## config.mk

```make
export PLATFORM = sky130hd
export DESIGN_NAME = ais_window_detector
export DESIGN_NICKNAME = d
export VERILOG_FILES = /design/src/rtl/ais_det_pkg.sv /design/src/rtl/ais_win_timer.sv /design/src/rtl/ais_zero_cnt.sv /design/src/rtl/ais_decide.sv /design/src/rtl/ais_window_detector.sv
export SDC_FILE = /design/constraint.sdc
export NUM_CORES = 1
export LEC_CHECK = 0
export BUFFER_PORTS_ARGS = -buffer_cell sky130_fd_sc_hd__buf_2
export CAP_MARGIN = 20
export CORE_MARGIN = 5
export CORE_UTILIZATION = 53
export DETAILED_ROUTE_END_ITERATION = 7
export PLACE_DENSITY = 0.73
export SLEW_MARGIN = 20
export SYNTH_ARGS = -nofsm -noshare
export SYNTH_HDL_FRONTEND = slang
export SYNTH_SLANG_ARGS = --single-unit
```

## constraint.sdc

```tcl
create_clock -name clk_i -period 2.2 [get_ports clk_i]
set_input_delay 0.22 -clock clk_i [delete_from_list [all_inputs] [get_ports clk_i]]
set_output_delay 0.22 -clock clk_i [all_outputs]
set_load 0.02 [all_outputs]
```

## src/rtl/ais_det_pkg.sv

```systemverilog
package ais_det_pkg;
  typedef enum logic {
    LINE_E1 = 1'b0,
    LINE_T1 = 1'b1
  } line_mode_e;

  function automatic int unsigned max_u(input int unsigned a, input int unsigned b);
    return (a > b) ? a : b;
  endfunction
endpackage

```

## src/rtl/ais_win_timer.sv

```systemverilog
module ais_win_timer #(
  parameter int unsigned PW = 13
) (
  input  logic          clk_i,
  input  logic          rst_ni,
  input  logic          restart_i,
  input  logic          step_i,
  input  logic [PW-1:0] last_i,
  output logic          win_end_o,
  output logic [PW-1:0] pos_o
);
  logic [PW-1:0] pos_q;

  assign win_end_o = step_i && !restart_i && (pos_q == last_i);
  assign pos_o     = pos_q;

  always_ff @(posedge clk_i or negedge rst_ni) begin
    if (!rst_ni)           pos_q <= '0;
    else if (restart_i)    pos_q <= '0;
    else if (step_i) begin
      if (pos_q == last_i) pos_q <= '0;
      else                 pos_q <= pos_q + 1'b1;
    end
  end
endmodule

```

## src/rtl/ais_zero_cnt.sv

```systemverilog
module ais_zero_cnt #(
  parameter int unsigned ZW = 3
) (
  input  logic          clk_i,
  input  logic          rst_ni,
  input  logic          restart_i,
  input  logic          step_i,
  input  logic          bit_i,
  input  logic          win_end_i,
  input  logic [ZW-1:0] sat_i,
  output logic [ZW-1:0] cnt_o,
  output logic [ZW-1:0] total_o
);
  logic [ZW-1:0] cnt_q;

  // count including the bit on the strobe, saturated
  always_comb begin
    if (!bit_i && (cnt_q < sat_i)) total_o = cnt_q + 1'b1;
    else                           total_o = cnt_q;
  end

  assign cnt_o = cnt_q;

  always_ff @(posedge clk_i or negedge rst_ni) begin
    if (!rst_ni)        cnt_q <= '0;
    else if (restart_i) cnt_q <= '0;
    else if (step_i) begin
      if (win_end_i)    cnt_q <= '0;
      else              cnt_q <= total_o;
    end
  end
endmodule

```

## src/rtl/ais_decide.sv

```systemverilog
module ais_decide #(
  parameter int unsigned ZW = 3
) (
  input  logic          clk_i,
  input  logic          rst_ni,
  input  logic          win_end_i,
  input  logic [ZW-1:0] total_i,
  input  logic [ZW-1:0] decl_max_i,
  input  logic [ZW-1:0] clr_min_i,
  output logic          ais_o
);
  logic ais_q;

  assign ais_o = ais_q;

  always_ff @(posedge clk_i or negedge rst_ni) begin
    if (!rst_ni) ais_q <= 1'b0;
    else if (win_end_i) begin
      if (!ais_q && (total_i <= decl_max_i))     ais_q <= 1'b1;
      else if (ais_q && (total_i >= clr_min_i))  ais_q <= 1'b0;
    end
  end
endmodule

```

## src/rtl/ais_window_detector.sv

```systemverilog
module ais_window_detector #(
  parameter int unsigned E1_WIN      = 512,
  parameter int unsigned E1_DECL_MAX = 2,
  parameter int unsigned E1_CLR_MIN  = 3,
  parameter int unsigned T1_WIN      = 4632,
  parameter int unsigned T1_DECL_MAX = 4,
  parameter int unsigned T1_CLR_MIN  = 5
) (
  input  logic clk_i,
  input  logic rst_ni,
  input  logic bit_vld_i,
  input  logic bit_i,
  input  logic mode_t1_i,
  output logic ais_o
);
  import ais_det_pkg::*;

  localparam int unsigned MAX_WIN = max_u(E1_WIN, T1_WIN);
  localparam int unsigned MAX_CLR = max_u(E1_CLR_MIN, T1_CLR_MIN);
  localparam int unsigned PW      = (MAX_WIN > 1) ? $clog2(MAX_WIN) : 1;
  localparam int unsigned ZW      = $clog2(MAX_CLR + 1);

  localparam logic [PW-1:0] E1_LAST = PW'(E1_WIN - 1);
  localparam logic [PW-1:0] T1_LAST = PW'(T1_WIN - 1);
  localparam logic [ZW-1:0] E1_DECL = ZW'(E1_DECL_MAX);
  localparam logic [ZW-1:0] T1_DECL = ZW'(T1_DECL_MAX);
  localparam logic [ZW-1:0] E1_CLR  = ZW'(E1_CLR_MIN);
  localparam logic [ZW-1:0] T1_CLR  = ZW'(T1_CLR_MIN);

  line_mode_e    mode_q;
  line_mode_e    mode_in;
  logic          restart;
  logic          win_end;
  logic [PW-1:0] pos;
  logic [PW-1:0] win_last;
  logic [ZW-1:0] zcnt;
  logic [ZW-1:0] total;
  logic [ZW-1:0] decl_max;
  logic [ZW-1:0] clr_min;

  assign mode_in = line_mode_e'(mode_t1_i);
  assign restart = (mode_in != mode_q);

  // window settings follow the mode of the running window
  always_comb begin
    if (mode_q == LINE_T1) begin
      win_last = T1_LAST;
      decl_max = T1_DECL;
      clr_min  = T1_CLR;
    end else begin
      win_last = E1_LAST;
      decl_max = E1_DECL;
      clr_min  = E1_CLR;
    end
  end

  always_ff @(posedge clk_i or negedge rst_ni) begin
    if (!rst_ni) mode_q <= LINE_E1;
    else         mode_q <= mode_in;
  end

  ais_win_timer #(.PW(PW)) u_timer (
    .clk_i     (clk_i),
    .rst_ni    (rst_ni),
    .restart_i (restart),
    .step_i    (bit_vld_i),
    .last_i    (win_last),
    .win_end_o (win_end),
    .pos_o     (pos)
  );

  ais_zero_cnt #(.ZW(ZW)) u_zeros (
    .clk_i     (clk_i),
    .rst_ni    (rst_ni),
    .restart_i (restart),
    .step_i    (bit_vld_i),
    .bit_i     (bit_i),
    .win_end_i (win_end),
    .sat_i     (clr_min),
    .cnt_o     (zcnt),
    .total_o   (total)
  );

  ais_decide #(.ZW(ZW)) u_decide (
    .clk_i      (clk_i),
    .rst_ni     (rst_ni),
    .win_end_i  (win_end),
    .total_i    (total),
    .decl_max_i (decl_max),
    .clr_min_i  (clr_min),
    .ais_o      (ais_o)
  );
endmodule

```

==> results of run 1 <==
area by class of cell:
type	instances	area share [%]
multi-input cells	95	53.19
flip-flops and latches	18	33.86
inverters	4	1.126
well taps	27	2.533
clock buffers	4	2.720
repair buffers	13	6.567
worst max-delay path, stage by stage, from the launching register on:
cell,delay (ns)
dfrtp_1,0.42
ha_4,0.24
a21o_1,0.16
a211oi_2,0.22
nand2_1,0.09
xnor2_1,0.16
ha_1,0.34
nand2_1,0.07
o21a_1,0.17
o31ai_2,0.18
o41ai_1,0.10
routing by layer:
| metal | global-route usage (%) | vias up | share of wire, % |
|---|---|---|---|
| met5 | 0 | - | 0 |
| met4 | 8.475 | 0 | 2.6 |
| met3 | 3.440 | 6 | 4.0 |
| met2 | 30.55 | 27 | 49 |
| met1 | 20.26 | 478 | 44 |
| li1 | - | 481 | - |
power breakdown:
group	internal, mW	switching [mW]
Clock	0.101	0.109
Combinational	0.0478	0.0662
Sequential	0.342	0.0139
sequential cells by signal, indices dropped and copies added (netlist names):
register and cells:
u_timer.pos_o 13, u_zeros.cnt_o 3, mode_q 1, u_decide.ais_o 1
kinds of logic (layout without fill, tap and decap cells):
group | count (synthesis) | count (layout) | share of synthesized area [%]
and+or+nand+nor | 44 | 44 | 19.76
AOI/OAI and AO/OA | 38 | 38 | 25.69
DFF | 18 | 18 | 39.52
adders and majority gates | 7 | 7 | 7.684
buffers and inverters | 6 | 21 | 2.634
xor gates and xnor gates | 5 | 5 | 3.843
muxes | 1 | 1 | 0.8782
layout by cell type, fill, tap and decap left out, types with 4 or more instances in the layout:
cell     netlist  layout
ha_1           7       5
a31oi_1        6       6
buf_4          0       7
a22o_1         6       6
nand3_1        7       7
nor2_1         7       7
a21o_1         5       5
a21oi_1        4       4
dfrtp_1       18      17
nand2_1       16      16
o21ai_0        6       6
buf_2          0       5
worst max path at each step:
stage / startpoint / to / slack, ns / cells past startpoint
2_1_floorplan: mode_q / u_decide.ais_o / -0.02 / 10
3_3_place_gp: u_zeros.cnt_o[1] / u_decide.ais_o / 0.01 / 10
3_5_place_dp: u_zeros.cnt_o[1] / u_decide.ais_o / -0.09 / 10
4_1_cts: u_zeros.cnt_o[1] / u_decide.ais_o / -0.1 / 10
5_1_grt: u_zeros.cnt_o[1] / u_decide.ais_o / -0.17 / 10
6_report: u_zeros.cnt_o[1] / u_decide.ais_o / -0.07 / 10
cell usage after synthesis (2+ instances only):
master	instances
o21ai_0	6
a21o_1	5
nand4_1	3
nor2_1	7
xor2_1	3
nand2_1	16
a21oi_1	4
xnor2_1	2
inv_1	4
ha_1	7
and4_1	2
a22o_1	6
nand3_1	7
dfrtp_1	18
a31oi_1	6
and3_1	2
a211oi_1	3
per-stage QoR:
stage,hold WS (ns),instances,utilization [%],setup WS [ns],cell area [µm²]
2_1_floorplan,-0.07559,119,-,-0.02054,1171
4_1_cts,0.07703,161,65.81,-0.09665,1318
5_1_grt,0.06769,161,66.63,-0.1657,1334
3_5_place_dp,0.1761,156,63.31,-0.09232,1267
3_3_place_gp,0.1676,156,63.31,0.01408,1267
6_report,0.08334,161,66.63,-0.07078,1334
what timing repair did:
item | CTS | global route
pin swaps | 1 | 1
endpoints found under the hold margin | 18 | 0
setup endpoints to repair | 1 | 2
hold buffers | 1 | 0
resized for setup | 1 | 2
==> results.md, run 1 <==
- Status: finished with violations
- Violated checks: negative setup slack
- Post-synthesis register bit count: 18
- CP Class: reg -> reg
- Row count: 16
- Top cell type's share of synthesized area: 39.52%
- Starting Density: 56.94%
- CP Capture Type: register
- Hold Violations, Final: 0
- Number of flops mapped to enable cells by yosys: 0
- Final WL: 2.438 mm
- Share of post-route cells with drive strength above 1: 20.90%
- Post-Syn Area: 1140 µm²
- Worst Hold Class: in -> reg
- Crit path launch type: register
- Synth Area per Inst: 9.579 µm²
- RR Endpoint: u_decide.ais_o
- Hold Crit Endpoint: mode_q
- Slew Limit Fails: 0
- Io pins: 6
- Fmax: 440.4 MHz
- Period utilisation layout: 103.2%
- RSZ-0062 raised after global routing: yes
- Pin count of the biggest net entering global routing: 20
- Horiz. Die Dim: 56.38 µm
- Sum Neg Setup Slack: -0.07078 ns
- Final Power: 679.7 µW
- Cell depth of the worst hold path: 1
- TritonCTS Buffers: 3
- Peak VDD IR: 0.0004277 V
- Root buffer cell: clkbuf_4
- Hpwl dp: 1.757 mm
- Worst Path Required: 2.39 ns
- Post-synth top flop: dfrtp_1
- Hold Path Origin: mode_t1_i
- Count of final setup violators: 1
- Clock Pin Slew Worst Setup and Hold Paths: 0.11 ns
- Minimum clock period: 2.271 ns
- Via-to-Cell Ratio: 6.161
- Final nets: 147
- Gr usage total: 17.49%
- First-pass GRT wire length: 4.374 mm
- Final worst slack: -0.07078 ns
- Inserted Diodes: 0
- Antenna violations before repair: 0
- Synth Warn #: 0
- H-tree levels: 1
- Worst Skew: 0.0003995 ns
- Area occupied by multi-input gates: 709.4 µm²
- Number of global-route vias before repair: 998
- Die Area: 3178 µm²
- R2R cell count: 10
- Fillers: 160
- Power density cells: 509.6 nW/µm²
- Reg area: 451.7 µm²
- Yosys top cell by area: dfrtp_1
- IO Port Bufs: 5
- Max-Slew Margin vs Limit: 68.89%
- Core area: 2002 µm²
- Crit-path max FO: 4
- Async SR Flop Fraction: 100.0%
- Clock Tree Buf Depth: 2
- Area Growth Syn to Fin: 17.01%
- DRT antenna net count: 0
- Post-CTS setup buffers: 0
- Routed vias: 992
- Height of the die: 56.38 µm
- Synth area leaders: dfrtp_1 40%, ha_1 7.7%, nand2_1 5.3%
- Synth cell types: 35
- Reg2reg setup slack: -0.07 ns
- Leak Pwr: 0.6111 nW
- Avg WL per Cell: 15.14 µm
- Gr ovfl total: 0
- Pre-antenna DRT Iters: 4
- Max cap viols: 0
- Reg2reg start: u_zeros.cnt_o[1]
- Initial DRC Count: 26
- Residual DRC: 0
- Synth Instances: 119
- Register area share after synthesis: 39.52%
- CTS tree: done
- RePlAce Congestion: 0.8259
- Worst-skew pair later-pin latency: 0.30 ns
- Post-Syn Nets: 131
- WP data arrival: 2.46 ns
- CTS Sinks: 18
- Worst slew pin tran: 0.4656 ns
Note: power is estimated with default switching activity, not from simulation.
==> run 2: changes to the inputs <==
ABC_AREA = 1   (was not set)
CORE_UTILIZATION = 54   (was 53)
PLACE_DENSITY = 0.74   (was 0.73)
==> run 2 against run 1 <==
- the run now ends clean
- flip-flop and latch count did not move
- final area is 4.7% higher
- setup slack better by 0.25 ns
- final cell count up 30%
- clock-buffer cell count unchanged
- register-to-register slack improved by 0.25 ns
- first-iteration DRC count decreased by 15%
- utilization fell by 2.9 points
- critical path depth up 5
- synthesized cell count is 41% higher
- non-clock buffer count fell by 1
- sequential share of layout area is 1.6 points lower
- critical path type unchanged
- largest power group unchanged
==> results.md, run 2 <==
- Worst Skew: 0.003860 ns
- Starting Density: 56.48%
- Crit path launch type: register
- Clock Tree Buf Depth: 2
- Sum Neg Setup Slack: 0 ns
- Initial DRC Count: 22
- Met2 routed WL: 1.477 mm
- Fillers: 192
- Final WL: 2.819 mm
- Pin count of the biggest net entering global routing: 19
- CP Capture Type: register
- Reg2reg setup slack: 0.18 ns
- Most frequent cell after synthesis: nand2_1
- P_sw: 201.9 µW
- Share of post-route cells with drive strength above 1: 18.78%
- Inserted Diodes: 0
- Crit-path max FO: 6
- Top cell type's share of synthesized area: 36.40%
- Minimum clock period: 2.022 ns
- CP Class: reg -> reg
- Pre-antenna DRT Iters: 5
- Post-synthesis register bit count: 18
- Placed cells: 203
- Synth Instances: 168
- Hold slack final: 0.04039 ns
- WP data arrival: 2.23 ns
- Post-synth top flop: dfrtp_1
- Critical Path Most Common Cell: nand2_1
- Synth Area per Inst: 7.366 µm²
- First-pass GRT wire length: 4.892 mm
- IO Port Bufs: 5
- Hpwl dp: 2.018 mm
- Height of the die: 57.87 µm
- Synth Warn #: 0
- Post-route core utilization: 63.74%
- Synth area leaders: dfrtp_1 36%, nand2_1 13%, inv_1 7.3%
- Max reg flops: 13
- Most instantiated cells after synthesis: 43 x nand2_1, 24 x inv_1, 18 x dfrtp_1, 16 x nand3_1, 10 x nor2_1
- Post-Syn Nets: 180
- Worst Path Required: 2.41 ns
- Worst slew pin tran: 0.4178 ns
- Async SR Flop Fraction: 100.0%
- Io pins: 6
- CP Buf/Inv Count: 3
- Crit path largest cell delay: 0.41 ns
- DRT antenna net count: 0
- Gr usage total: 18.57%
- Slew Limit Fails: 0
- Crit-path slowest cell: dfrtp_1
- Area Growth Syn to Fin: 12.84%
- Most common cell after layout, fill and taps aside: nand2_1
- Gr ovfl total: 0
- Most frequent cells in the layout: 41 x nand2_1, 23 x inv_1, 18 x dfrtp_1
- Switching share of power: 29.07%
- H-tree levels: 1
- Status: complete, no violations
- Worst path top cell family by delay: simple AND/OR/NAND/NOR gates
- Core area: 2191 µm²
- Number of flops mapped to enable cells by yosys: 0
- Leak Pwr: 0.6597 nW
- Max-Slew Margin vs Limit: 72.15%
- Antenna violations before repair: 0
- Clock Pin Slew Worst Setup and Hold Paths: 0.11 ns
- CTS Sinks: 18
- CTS tree: done
- Final nets: 194
- Reg power frac: 50.6%
- Row count: 17
- Highest routed layer: met4
- Peak VDD IR: 0.0003399 V
- Synth cell types: 25
- Post-Syn Area: 1237 µm²
- Yosys top cell by area: dfrtp_1
- Worst-skew pair later-pin latency: 0.30 ns
- Period utilisation layout: 91.89%
- Horiz. Die Dim: 57.87 µm
- Via-to-Cell Ratio: 5.550
- Residual DRC: 0
- Final Power: 694.4 µW
- Max cap viols: 0
- Register area share after synthesis: 36.40%
- Post-route cell area: 1396 µm²
- Power density cells: 497.3 nW/µm²
- Pre-CTS WS: 0.01147 ns
- Worst Hold Class: in -> reg
- Routed vias: 1,160
- M1 WL: 1.224 mm
- Count of final setup violators: 0
- Avg WL per Cell: 13.49 µm
- Final non-filler cell total: 209
- Hold Violations, Final: 0
- TritonCTS Buffers: 3
- Root buffer cell: clkbuf_4
- Int Pwr: 492.5 µW
- Met3 WL: 68 µm
- Final worst slack: 0.1785 ns
- Logic gate share of total power: 18.8%
- Number of global-route vias before repair: 1,180
- Die Area: 3349 µm²
- Fmax: 494.7 MHz
- RePlAce Congestion: 0.8827
- Placed cell area: 1314 µm²
- Clock power frac: 30.6%
- CP Cell Sequence: ha_1 -> nand2_1 -> nand2_1 -> nand2_2 -> nand2_4 -> o21ai_2 -> inv_2 -> ha_4 -> nand2_1 -> inv_1 -> nand3_1 -> nand2_1 -> nand3_1 -> nand2_1 -> inv_1
[run 2: kinds of logic after synthesis]
group,Yosys count,share of synthesized area (%)
AOI/OAI and AO/OA,22,10.82
xor gates and xnor gates,6,4.247
adders and majority gates,7,7.078
buffers and inverters,30,9.908
DFF,18,36.40
and+or+nand+nor,85,31.55
[run 2: path summary, 6_finish.rpt]
path	from	to	cells past startpoint
setup / recovery	mode_q	u_decide.ais_o	15
setup reg to reg	mode_q	u_decide.ais_o	15
max in group asynchronous	rst_ni	mode_q	2
hold / removal	mode_t1_i	mode_q	1
hold reg to reg	u_timer.pos_o[0]	u_timer.pos_o[0]	1
min in group asynchronous	rst_ni	u_timer.pos_o[4]	2
[run 2: repair_timing]
item / CTS / global route
buffers inserted: 0 / 1
hold endpoints to repair: 18 / 0
gates resized for setup: 1 / 7
pin swaps: 0 / 1
setup endpoints to repair: 1 / 1
hold buffers: 1 / 0
[run 2: power groups by stage]
stage	combinational [mW]	clock, mW	sequential [mW]
2_1_floorplan	0.0768	0	0.356
3_3_place_gp	0.108	0	0.357
3_5_place_dp	0.113	0	0.358
4_1_cts	0.116	0.214	0.351
5_1_grt	0.149	0.235	0.353
6_report	0.131	0.212	0.351
[run 2: layout make-up]
cell class              count  area (µm²)  area share (%)
repair buffers             12       80.08           5.735
multi-input cells         120       693.2           49.64
flip-flops and latches     18       450.4           32.26
clock buffers               4       36.28           2.599
well taps                  28       35.03           2.509
inverters                  27       101.3           7.258
[run 2: layer usage]
metal / global-route usage, % / vias to the layer above
li1: - / 577
met1: 22.50 / 550
met4: 9.603 / 0
met5: 0 / -
met3: 2.004 / 7
met2: 32.26 / 26
==> run 3: changes to the inputs <==
clock period = 1.8 ns   (was 2.2 ns; I/O delays follow)
==> run 3 against run 2 <==
- the flow now finishes with violations (negative setup slack)
- non-clock buffer count rose by 5
- critical path depth rose by 1
- final cell count rose by 2.4%
- die area did not move
- sequential share of layout area fell by 1.5 points
- clock skew rose by 0.0021 ns
- register-to-register slack got worse by 0.35 ns
- critical endpoint unchanged
==> results.md, run 3 (synthesized netlist as in run 2, its figures left out) <==
- Status: finished with violations
- Violated checks: negative setup slack
- Count of final setup violators: 1
- Final nets: 199
- Slew Limit Fails: 0
- TritonCTS Buffers: 3
- Minimum clock period: 1.972 ns
- CP Launch Point: mode_q
- Worst-skew pair later-pin latency: 0.29 ns
- Area Growth Syn to Fin: 18.60%
- RSZ-0062 raised after global routing: yes
- Row count: 17
- Critical Path Most Common Cell: nand2_1
- CP Capture Type: register
- Clock Tree Buf Depth: 2
- Share of post-route cells with drive strength above 1: 24.19%
- Via-to-Cell Ratio: 5.360
- Worst path top cell family by delay: simple AND/OR/NAND/NOR gates
- Crit path largest cell delay: 0.46 ns
- Peak VDD IR: 0.0004168 V
- Hpwl dp: 2.148 mm
- Most frequent cells in the layout: 39 x nand2_1, 22 x inv_1, 17 x dfrtp_1
- Pin count of the biggest net entering global routing: 19
- Sum Neg Setup Slack: -0.1719 ns
- Avg WL per Cell: 13.19 µm
- CP Cell Sequence: ha_4 -> nand2_1 -> nand2_1 -> nand2_2 -> nand2_4 -> nand2_2 -> o21a_1 -> ha_1 -> nand2_1 -> inv_1 -> nand3_1 -> nand2_1 -> nand2_1 -> nand2_1 -> nand2_1 -> inv_1
- Horiz. Die Dim: 57.87 µm
- Gr ovfl total: 0
- Height of the die: 57.87 µm
- CP Class: reg -> reg
- Max-Slew Margin vs Limit: 72.04%
- Leak Pwr: 0.6805 nW
- RePlAce Congestion: 0.8610
- Final worst slack: -0.1719 ns
- Io pins: 6
- Post-route cell area: 1468 µm²
- Power density cells: 589.9 nW/µm²
- IO Port Bufs: 5
- Inserted Diodes: 0
- Period utilisation layout: 109.5%
- Reg2reg start: mode_q
- Core area: 2191 µm²
- Root buffer cell: clkbuf_4
- Crit path launch type: register
- Fmax: 507.1 MHz
- Gr usage total: 19.64%
- Routed vias: 1,147
- Placed cell area: 1411 µm²
- Hold Violations, Final: 0
- Post-route core utilization: 66.99%
- Worst Path Required: 2.00 ns
- Final non-filler cell total: 214
- First-pass GRT wire length: 5.057 mm
- CTS Sinks: 18
- Most common cell after layout, fill and taps aside: nand2_1
- Antenna violations before repair: 0
- Final WL: 2.822 mm
- CP Buf/Inv Count: 2
- Die Area: 3349 µm²
- CTS tree: done
- Number of global-route vias before repair: 1,154
- Worst slew pin tran: 0.4194 ns
- Initial DRC Count: 41
- Crit-path slowest cell: dfrtp_2
- Max cap viols: 0
- Starting Density: 56.48%
- Residual DRC: 0
- H-tree levels: 1
- DRT antenna net count: 0
- Pre-antenna DRT Iters: 4
- Clock Pin Slew Worst Setup and Hold Paths: 0.11 ns
- Hold Path Origin: mode_t1_i
- Worst Hold Class: in -> reg
- Worst Skew: 0.005935 ns
- Max reg flops: 13
- Placed cells: 208
- Crit-path max FO: 5
- WP data arrival: 2.17 ns
[run 3: power breakdown]
part	internal, mW	switching [mW]	total [mW]
Combinational	0.0803	0.105	0.185
Clock	0.123	0.126	0.249
Sequential	0.417	0.0143	0.431
[run 3: cell type report]
class / count / area [µm²]
Multi-Input combinational cell: 120 / 723.2
Fill cell: 186 / 723.2
Sequential cell: 18 / 451.7
Timing Repair Buffer: 17 / 117.6
Inverter: 27 / 103.9
Clock buffer: 4 / 36.28
Tap cell: 28 / 35.03
[run 3: worst paths after layout]
kind | end | slack [ns] | depth (start not counted)
min | mode_q | 0.04 | 1
min reg2reg | u_timer.pos_o[0] | 0.52 | 1
max | u_decide.ais_o | -0.17 | 16
max reg2reg | u_decide.ais_o | -0.17 | 16
max in group asynchronous | mode_q | 1.14 | 2
min in group asynchronous | u_timer.pos_o[4] | 0.34 | 2
[run 3: what timing repair did]
action                     CTS  global route
hold endpoints to repair    18             0
hold buffers                 1             0
pin swaps                    2             0
buffers inserted             1             0
setup endpoints to repair    1             1
gates resized for setup      1             0
[run 3: worst register-to-register path, cell delays in order (launching register included)]
cell     delay, ns
dfrtp_2       0.46
ha_4          0.27
nand2_1       0.04
nand2_1       0.07
nand2_2       0.07
nand2_4       0.09
nand2_2       0.05
o21a_1        0.12
ha_1          0.27
nand2_1       0.06
inv_1         0.04
nand3_1       0.07
nand2_1       0.06
nand2_1       0.07
nand2_1       0.05
nand2_1       0.06
inv_1         0.03
[run 3: per-stage QoR]
stage | hold WS, ns | worst slack [ns] | power (mW)
floorplan | -0.1156 | -0.1022 | 0.5510
finish | 0.03688 | -0.1719 | 0.8658
detailed placement | 0.1397 | -0.1915 | 0.6203
global route | 0.01192 | -0.3189 | 0.9276
CTS | 0.02835 | -0.1555 | 0.8757
global placement | 0.1321 | -0.1184 | 0.6114
[run 3: routing by layer]
| metal | GRT usage [%] | part of all wire (%) |
|---|---|---|
| met1 | 23.86 | 43 |
| met2 | 34.03 | 52 |
| met3 | 2.004 | 3.6 |
| met4 | 10.26 | 0.96 |
| met5 | 0 | 0 |
